==> src/rtl/uscmd_pkg.sv <==
package uscmd_pkg;
    // command word bit positions (software-visible layout)
    localparam int B_RX_RST   = 2;
    localparam int B_TX_RST   = 3;
    localparam int B_RX_ON    = 4;
    localparam int B_RX_OFF   = 5;
    localparam int B_TX_ON    = 6;
    localparam int B_TX_OFF   = 7;
    localparam int B_CLR_STAT = 8;
    localparam int B_ARM_ADDR = 12;
    localparam int B_RTS_ON   = 18;
    localparam int B_RTS_OFF  = 19;
    localparam int B_TXF_FL   = 24;
    localparam int B_RXF_FL   = 25;
    localparam int B_TX_UNLK  = 26;
    localparam int B_FIFO_ON  = 30;
    localparam int B_FIFO_OFF = 31;

    // on/off machine indices
    localparam int EN_TX   = 0;
    localparam int EN_RX   = 1;
    localparam int EN_FIFO = 2;
    localparam int EN_RTS  = 3;
    localparam int EN_N    = 4;

    // pulse indices
    localparam int PL_TXRST = 0;
    localparam int PL_RXRST = 1;
    localparam int PL_TXFL  = 2;
    localparam int PL_RXFL  = 3;
    localparam int PL_UNLK  = 4;
    localparam int PL_N     = 5;

    typedef enum logic {ST_OFF = 1'b0, ST_ON = 1'b1} en_state_e;

    typedef struct packed {
        logic [EN_N-1:0] en_set;
        logic [EN_N-1:0] en_clr;
        logic [PL_N-1:0] pulse;
        logic            clr_stat;
        logic            arm_addr;
    } cmd_t;
endpackage

==> src/rtl/uscmd_decode.sv <==
module uscmd_decode
    import uscmd_pkg::*;
#(
    parameter int DATA_W = 32
) (
    input  logic              wr_en,
    input  logic              wp_en,
    input  logic [DATA_W-1:0] wr_data,
    output cmd_t              cmd
);
    logic take;

    always_comb begin
        take = wr_en && !wp_en;
        cmd  = '0;
        if (take) begin
            cmd.en_set[EN_TX]   = wr_data[B_TX_ON];
            cmd.en_clr[EN_TX]   = wr_data[B_TX_OFF];
            cmd.en_set[EN_RX]   = wr_data[B_RX_ON];
            cmd.en_clr[EN_RX]   = wr_data[B_RX_OFF];
            cmd.en_set[EN_FIFO] = wr_data[B_FIFO_ON];
            cmd.en_clr[EN_FIFO] = wr_data[B_FIFO_OFF];
            cmd.en_set[EN_RTS]  = wr_data[B_RTS_ON];
            cmd.en_clr[EN_RTS]  = wr_data[B_RTS_OFF];
            cmd.pulse[PL_TXRST] = wr_data[B_TX_RST];
            cmd.pulse[PL_RXRST] = wr_data[B_RX_RST];
            cmd.pulse[PL_TXFL]  = wr_data[B_TXF_FL];
            cmd.pulse[PL_RXFL]  = wr_data[B_RXF_FL];
            cmd.pulse[PL_UNLK]  = wr_data[B_TX_UNLK];
            cmd.clr_stat        = wr_data[B_CLR_STAT];
            cmd.arm_addr        = wr_data[B_ARM_ADDR];
        end
    end
endmodule

==> src/rtl/uscmd_enfsm.sv <==
module uscmd_enfsm
    import uscmd_pkg::*;
#(
    parameter bit SET_WINS = 1'b0
) (
    input  logic clk,
    input  logic rst_n,
    input  logic set_i,
    input  logic clr_i,
    output logic on_o
);
    en_state_e state, state_nx;

    always_ff @(posedge clk or negedge rst_n) begin
        if (!rst_n) state <= ST_OFF;
        else        state <= state_nx;
    end

    always_comb begin
        state_nx = state;
        unique case (state)
            ST_OFF: if (set_i && (SET_WINS || !clr_i)) state_nx = ST_ON;
            ST_ON:  if (clr_i && !(SET_WINS && set_i)) state_nx = ST_OFF;
            default: state_nx = ST_OFF;
        endcase
    end

    always_comb on_o = (state == ST_ON);
endmodule

==> src/rtl/uscmd_pulse.sv <==
module uscmd_pulse #(
    parameter int W = 5
) (
    input  logic         clk,
    input  logic         rst_n,
    input  logic [W-1:0] d_i,
    output logic [W-1:0] q_o
);
    always_ff @(posedge clk or negedge rst_n) begin
        if (!rst_n) q_o <= '0;
        else        q_o <= d_i;
    end
endmodule

==> src/rtl/uscmd_sticky.sv <==
module uscmd_sticky #(
    parameter int W = 5
) (
    input  logic         clk,
    input  logic         rst_n,
    input  logic [W-1:0] set_i,
    input  logic         clr_i,
    output logic [W-1:0] flags_o
);
    always_ff @(posedge clk or negedge rst_n) begin
        if (!rst_n) flags_o <= '0;
        else        flags_o <= (flags_o & ~{W{clr_i}}) | set_i;
    end
endmodule

==> src/rtl/uscmd_ctrl.sv <==
module uscmd_ctrl
    import uscmd_pkg::*;
#(
    parameter int DATA_W  = 32,
    parameter int MODE_W  = 4,
    parameter int MODE_HI = 2,
    parameter int ERR_W   = 5,
    parameter int FEV_W   = 8
) (
    input  logic              clk,
    input  logic              rst_n,
    input  logic              wr_en,
    input  logic [DATA_W-1:0] wr_data,
    input  logic              wp_en,
    input  logic [MODE_W-1:0] mode,
    input  logic              multidrop,
    input  logic              thr_wr,
    input  logic [ERR_W-1:0]  err_evt_i,
    input  logic [FEV_W-1:0]  fifo_evt_i,
    output logic              tx_en_o,
    output logic              rx_en_o,
    output logic              fifo_en_o,
    output logic              rts_o,
    output logic              tx_rst_o,
    output logic              rx_rst_o,
    output logic              txf_flush_o,
    output logic              rxf_flush_o,
    output logic              tx_unlock_o,
    output logic              chr_addr_o,
    output logic [ERR_W-1:0]  err_flags_o,
    output logic [FEV_W-1:0]  fifo_flags_o
);
    localparam logic [MODE_W-1:0] MODE_HI_V = MODE_W'(MODE_HI);

    cmd_t            cmd;
    logic [EN_N-1:0] en_on;
    logic [PL_N-1:0] pulses;
    logic            armed;

    uscmd_decode #(.DATA_W(DATA_W)) dec_i (
        .wr_en  (wr_en),
        .wp_en  (wp_en),
        .wr_data(wr_data),
        .cmd    (cmd)
    );

    for (genvar g = 0; g < EN_N; g++) begin : g_en
        uscmd_enfsm #(.SET_WINS(1'b0)) fsm_i (
            .clk  (clk),
            .rst_n(rst_n),
            .set_i(cmd.en_set[g]),
            .clr_i(cmd.en_clr[g]),
            .on_o (en_on[g])
        );
    end

    uscmd_enfsm #(.SET_WINS(1'b1)) arm_i (
        .clk  (clk),
        .rst_n(rst_n),
        .set_i(cmd.arm_addr),
        .clr_i(thr_wr),
        .on_o (armed)
    );

    uscmd_pulse #(.W(PL_N)) pul_i (
        .clk  (clk),
        .rst_n(rst_n),
        .d_i  (cmd.pulse),
        .q_o  (pulses)
    );

    uscmd_sticky #(.W(ERR_W)) err_i (
        .clk    (clk),
        .rst_n  (rst_n),
        .set_i  (err_evt_i),
        .clr_i  (cmd.clr_stat),
        .flags_o(err_flags_o)
    );

    uscmd_sticky #(.W(FEV_W)) fev_i (
        .clk    (clk),
        .rst_n  (rst_n),
        .set_i  (fifo_evt_i),
        .clr_i  (cmd.clr_stat),
        .flags_o(fifo_flags_o)
    );

    always_ff @(posedge clk or negedge rst_n) begin
        if (!rst_n) chr_addr_o <= 1'b0;
        else        chr_addr_o <= thr_wr && armed && multidrop;
    end

    always_comb begin
        tx_en_o     = en_on[EN_TX];
        rx_en_o     = en_on[EN_RX];
        fifo_en_o   = en_on[EN_FIFO];
        rts_o       = (mode == MODE_HI_V) ? en_on[EN_RTS] : !en_on[EN_RTS];
        tx_rst_o    = pulses[PL_TXRST];
        rx_rst_o    = pulses[PL_RXRST];
        txf_flush_o = pulses[PL_TXFL];
        rxf_flush_o = pulses[PL_RXFL];
        tx_unlock_o = pulses[PL_UNLK];
    end
endmodule

==> config.mk <==
export PLATFORM = sky130hd
export DESIGN_NAME = uscmd_ctrl
export DESIGN_NICKNAME = d
export VERILOG_FILES = /design/src/rtl/uscmd_pkg.sv /design/src/rtl/uscmd_decode.sv /design/src/rtl/uscmd_enfsm.sv /design/src/rtl/uscmd_pulse.sv /design/src/rtl/uscmd_sticky.sv /design/src/rtl/uscmd_ctrl.sv
export SDC_FILE = /design/constraint.sdc
export NUM_CORES = 1
export LEC_CHECK = 0
export BUFFER_PORTS_ARGS = -buffer_cell sky130_fd_sc_hd__buf_4
export CAP_MARGIN = 20
export CORE_UTILIZATION = 39
export CTS_CLUSTER_DIAMETER = 120
export CTS_CLUSTER_SIZE = 14
export DETAILED_ROUTE_END_ITERATION = 8
export PLACE_DENSITY_LB_ADDON = 0.05
export SYNTH_ARGS = -nofsm -noshare
export SYNTH_HDL_FRONTEND = slang
export SYNTH_SLANG_ARGS = --single-unit
==> constraint.sdc <==
create_clock -name clk -period 1.4 [get_ports clk]
set_clock_uncertainty 0.15 [all_clocks]
set_input_delay 0.07 -clock clk [delete_from_list [all_inputs] [get_ports clk]]
set_output_delay 0.07 -clock clk [all_outputs]
set_load 0.005 [all_outputs]
==> results.cfg <==
[outcome]
status = finished, final reports clean

[synthesis]
ys_types = 13
syn_avg_cell_area_um2 = 15.0
ys_seq_elements = 24
synth_warnings = 0
muxShareOfSynthArea = 0
synth_xor_area_frac = 0.00987
syn_inst = 59
syn_nets = 114
synth_top_family_by_area = compound AO/OA/AOI/OAI gates
synth-compound-area-share = 0.159
yosys.area_share.adder = 0
seq_area_frac_synth = 0.677
synthSimpleGateAreaFrac = 0.124
netlist_area_um2 = 887

[flow_run]
cap_violations = 0

[sta]
layout_setup_ws_ps = 11.4
tns_ps = 0
timing.final.crit_share = 0.992
tightest_slew_ps = 408
max_freq_mhz = 720
hold_ws_ps = 12.8
hold_viol = 0
timing.slew.headroom = 0.727
setup_viol = 0
layout_min_cycle_time_ps = 1390
rsz0062_at_grt = no
drv_slew = 0

[floorplan]
initial_utilization = 0.434
die_area_um2 = 2470
rows = 16
fp.dieW_um = 49.7
core_area_um2 = 2040
boundaryPins = 78
die_y_um = 49.7

[pwr]
ir_worst_vdd_uv = 647
p_leak_nw = 0.848
powerDensity_nw_per_um2 = 808

[worst_setup_path]
slowest_stage = dlygate4sd3_1
rrSetupSlack_ps = 30
critPathLaunch = wr_data[2]
crit_path_max_fanout = 1
critPathMaxStageDelay_ps = 560
cp_cell_sequence = dlygate4sd3_1, buf_4, and2_1, dlygate4sd3_1
startpoint_type = input pin
endpoint_kind = register
crit_type = input pin to register
rr_worst_depth = 2
cp.arrival_ps = 1440
endpoint = pul_i.q_o[1]
reg2reg_from = g_en[0].fsm_i.on_o
cpMostUsedCell = dlygate4sd3_1
crit_required_ps = 1450
reg2reg_to = g_en[0].fsm_i.on_o

[final_layout]
fin_cells = 181
diodes = 0
final_area_um2 = 1710
nNetsFinal = 211
drive_gt1_frac = 0.429
syn2layout_area_growth_pct = 92.7

[route]
viasPerCell = 4.57
totalWireLength_um = 2470
firstDrtPassIters = 3
ant_nets = 0
vias = 827
drc = 0
drt-initial-drc-count = 1
wl_per_cell_um = 13.6

[cts]
root_buffer = clkbuf_4
path_clk_slew_ps = 120
h-tree-depth = 1
insertion_delay_ps = 300
numCtsBuffers = 3
cts_tree = done
cts_sinks = 24
cts_buffer_depth = 2

[worst_hold_path]
hold_class = input pin to register

[global_route]
grt_pass1_wl_um = 3910
overflow = 0
gr-usage-all-layers = 0.222
grt_max_degree = 25
antenna_found_initial = 0
grt_pass1_vias = 865

[placement]
hpwl_um = 1380
gp_congestion = 0.584
postPlaceCellArea_um2 = 1350
port_buffers = 60
place_ws_ps = 375
placed_cells = 144
-- worst min path at each step --
stage / end / cells after the start / start / slack, ps
final: g_en[2].fsm_i.on_o / 3 / wp_en / 10
after global routing: g_en[2].fsm_i.on_o / 3 / wp_en / 9
after CTS: g_en[2].fsm_i.on_o / 3 / wp_en / 7
after detailed placement: chr_addr_o / 1 / rst_n / -170
after global placement: pul_i.q_o[1] / 1 / rst_n / -170
after floorplan: arm_i.on_o / 0 / rst_n / -380
-- cell usage after synthesis --
cell type	number	share of area
buf_6	2	0.025
dfrtp_1	24	0.68
nand3b_4	1	0.023
and2_1	5	0.035
nor4b_1	1	0.0099
xnor2_1	1	0.0099
a22o_1	1	0.0099
and3_1	1	0.0071
a2bb2oi_1	4	0.039
a21o_1	13	0.11
and3b_1	4	0.039
inv_1	1	0.0042
nor2b_2	1	0.0099
-- kinds of logic after synthesis --
kind of cell,after synthesis
buffers and inverters,3
flip-flops,24
AO/OA/AOI/OAI,18
AND/OR/NAND/NOR,13
XOR/XNOR,1
-- routing by layer --
layer | vias to the layer above | global-route usage | wire length [um]
met5 | - | 0 | 0
met1 | 381 | 0.234 | 1010
met2 | 40 | 0.405 | 1230
li1 | 398 | - | -
met3 | 8 | 0.0340 | 134
met4 | 0 | 0.138 | 93
-- worst max-delay path: cells and delay by family --
family                 cells  cell delay, ps
buffers and inverters      3            1250
AND/OR/NAND/NOR            1             120
-- registers in the layout, summed over array words and instances, names as in the netlist --
register,count
err_i.flags_o,5
g_en.fsm_i.on_o,4
chr_addr_o,1
arm_i.on_o,1
pul_i.q_o,5
fev_i.flags_o,8
-- layout by cell type, fill, tap and decap left out --
cell type / n
buf_4: 61
dlygate4sd3_1: 33
dfrtp_1: 24
a21o_1: 13
and2_1: 5
and3b_1: 4
a2bb2oi_1: 4
clkbuf_4: 3
nor2b_2: 1
nand3b_4: 1
inv_1: 1
a22o_1: 1
nor4b_1: 1
xnor2_1: 1
and3_1: 1
-- timing repair --
item | 4_1_cts | 5_1_grt
hold buffers | 33 | 1
hold endpoints to repair | 48 | 1
endpoints found under the setup margin | 0 | 2
setup buffers | 0 | 1
resized for setup | 0 | 0
-- report_power, final --
part / switching, W / leakage [nW] / internal, W
Sequential: 0.0000246 / 0.265 / 0.000739
Clock: 0.000192 / 0.0138 / 0.000101
Combinational: 0.0000959 / 0.570 / 0.000230
-- per-stage QoR --
| stage | utilization | total power (W) |
|---|---|---|
| 2_1_floorplan | - | 0.000843 |
| 3_3_place_gp | 0.661 | 0.00101 |
| 3_5_place_dp | 0.661 | 0.00101 |
| 4_1_cts | 0.833 | 0.00138 |
| 5_1_grt | 0.837 | 0.00144 |
| 6_report | 0.837 | 0.00138 |
-- final cells by class --
cell class              instances  area, um^2
inverters                       1        3.75
clock buffers                   3        22.5
fillers                       116         333
repair buffers                 94         788
well taps                      27        33.8
multi-input cells              32         260
flip-flops and latches         24         601
No activity file was read; power rests on OpenSTA's default activity.
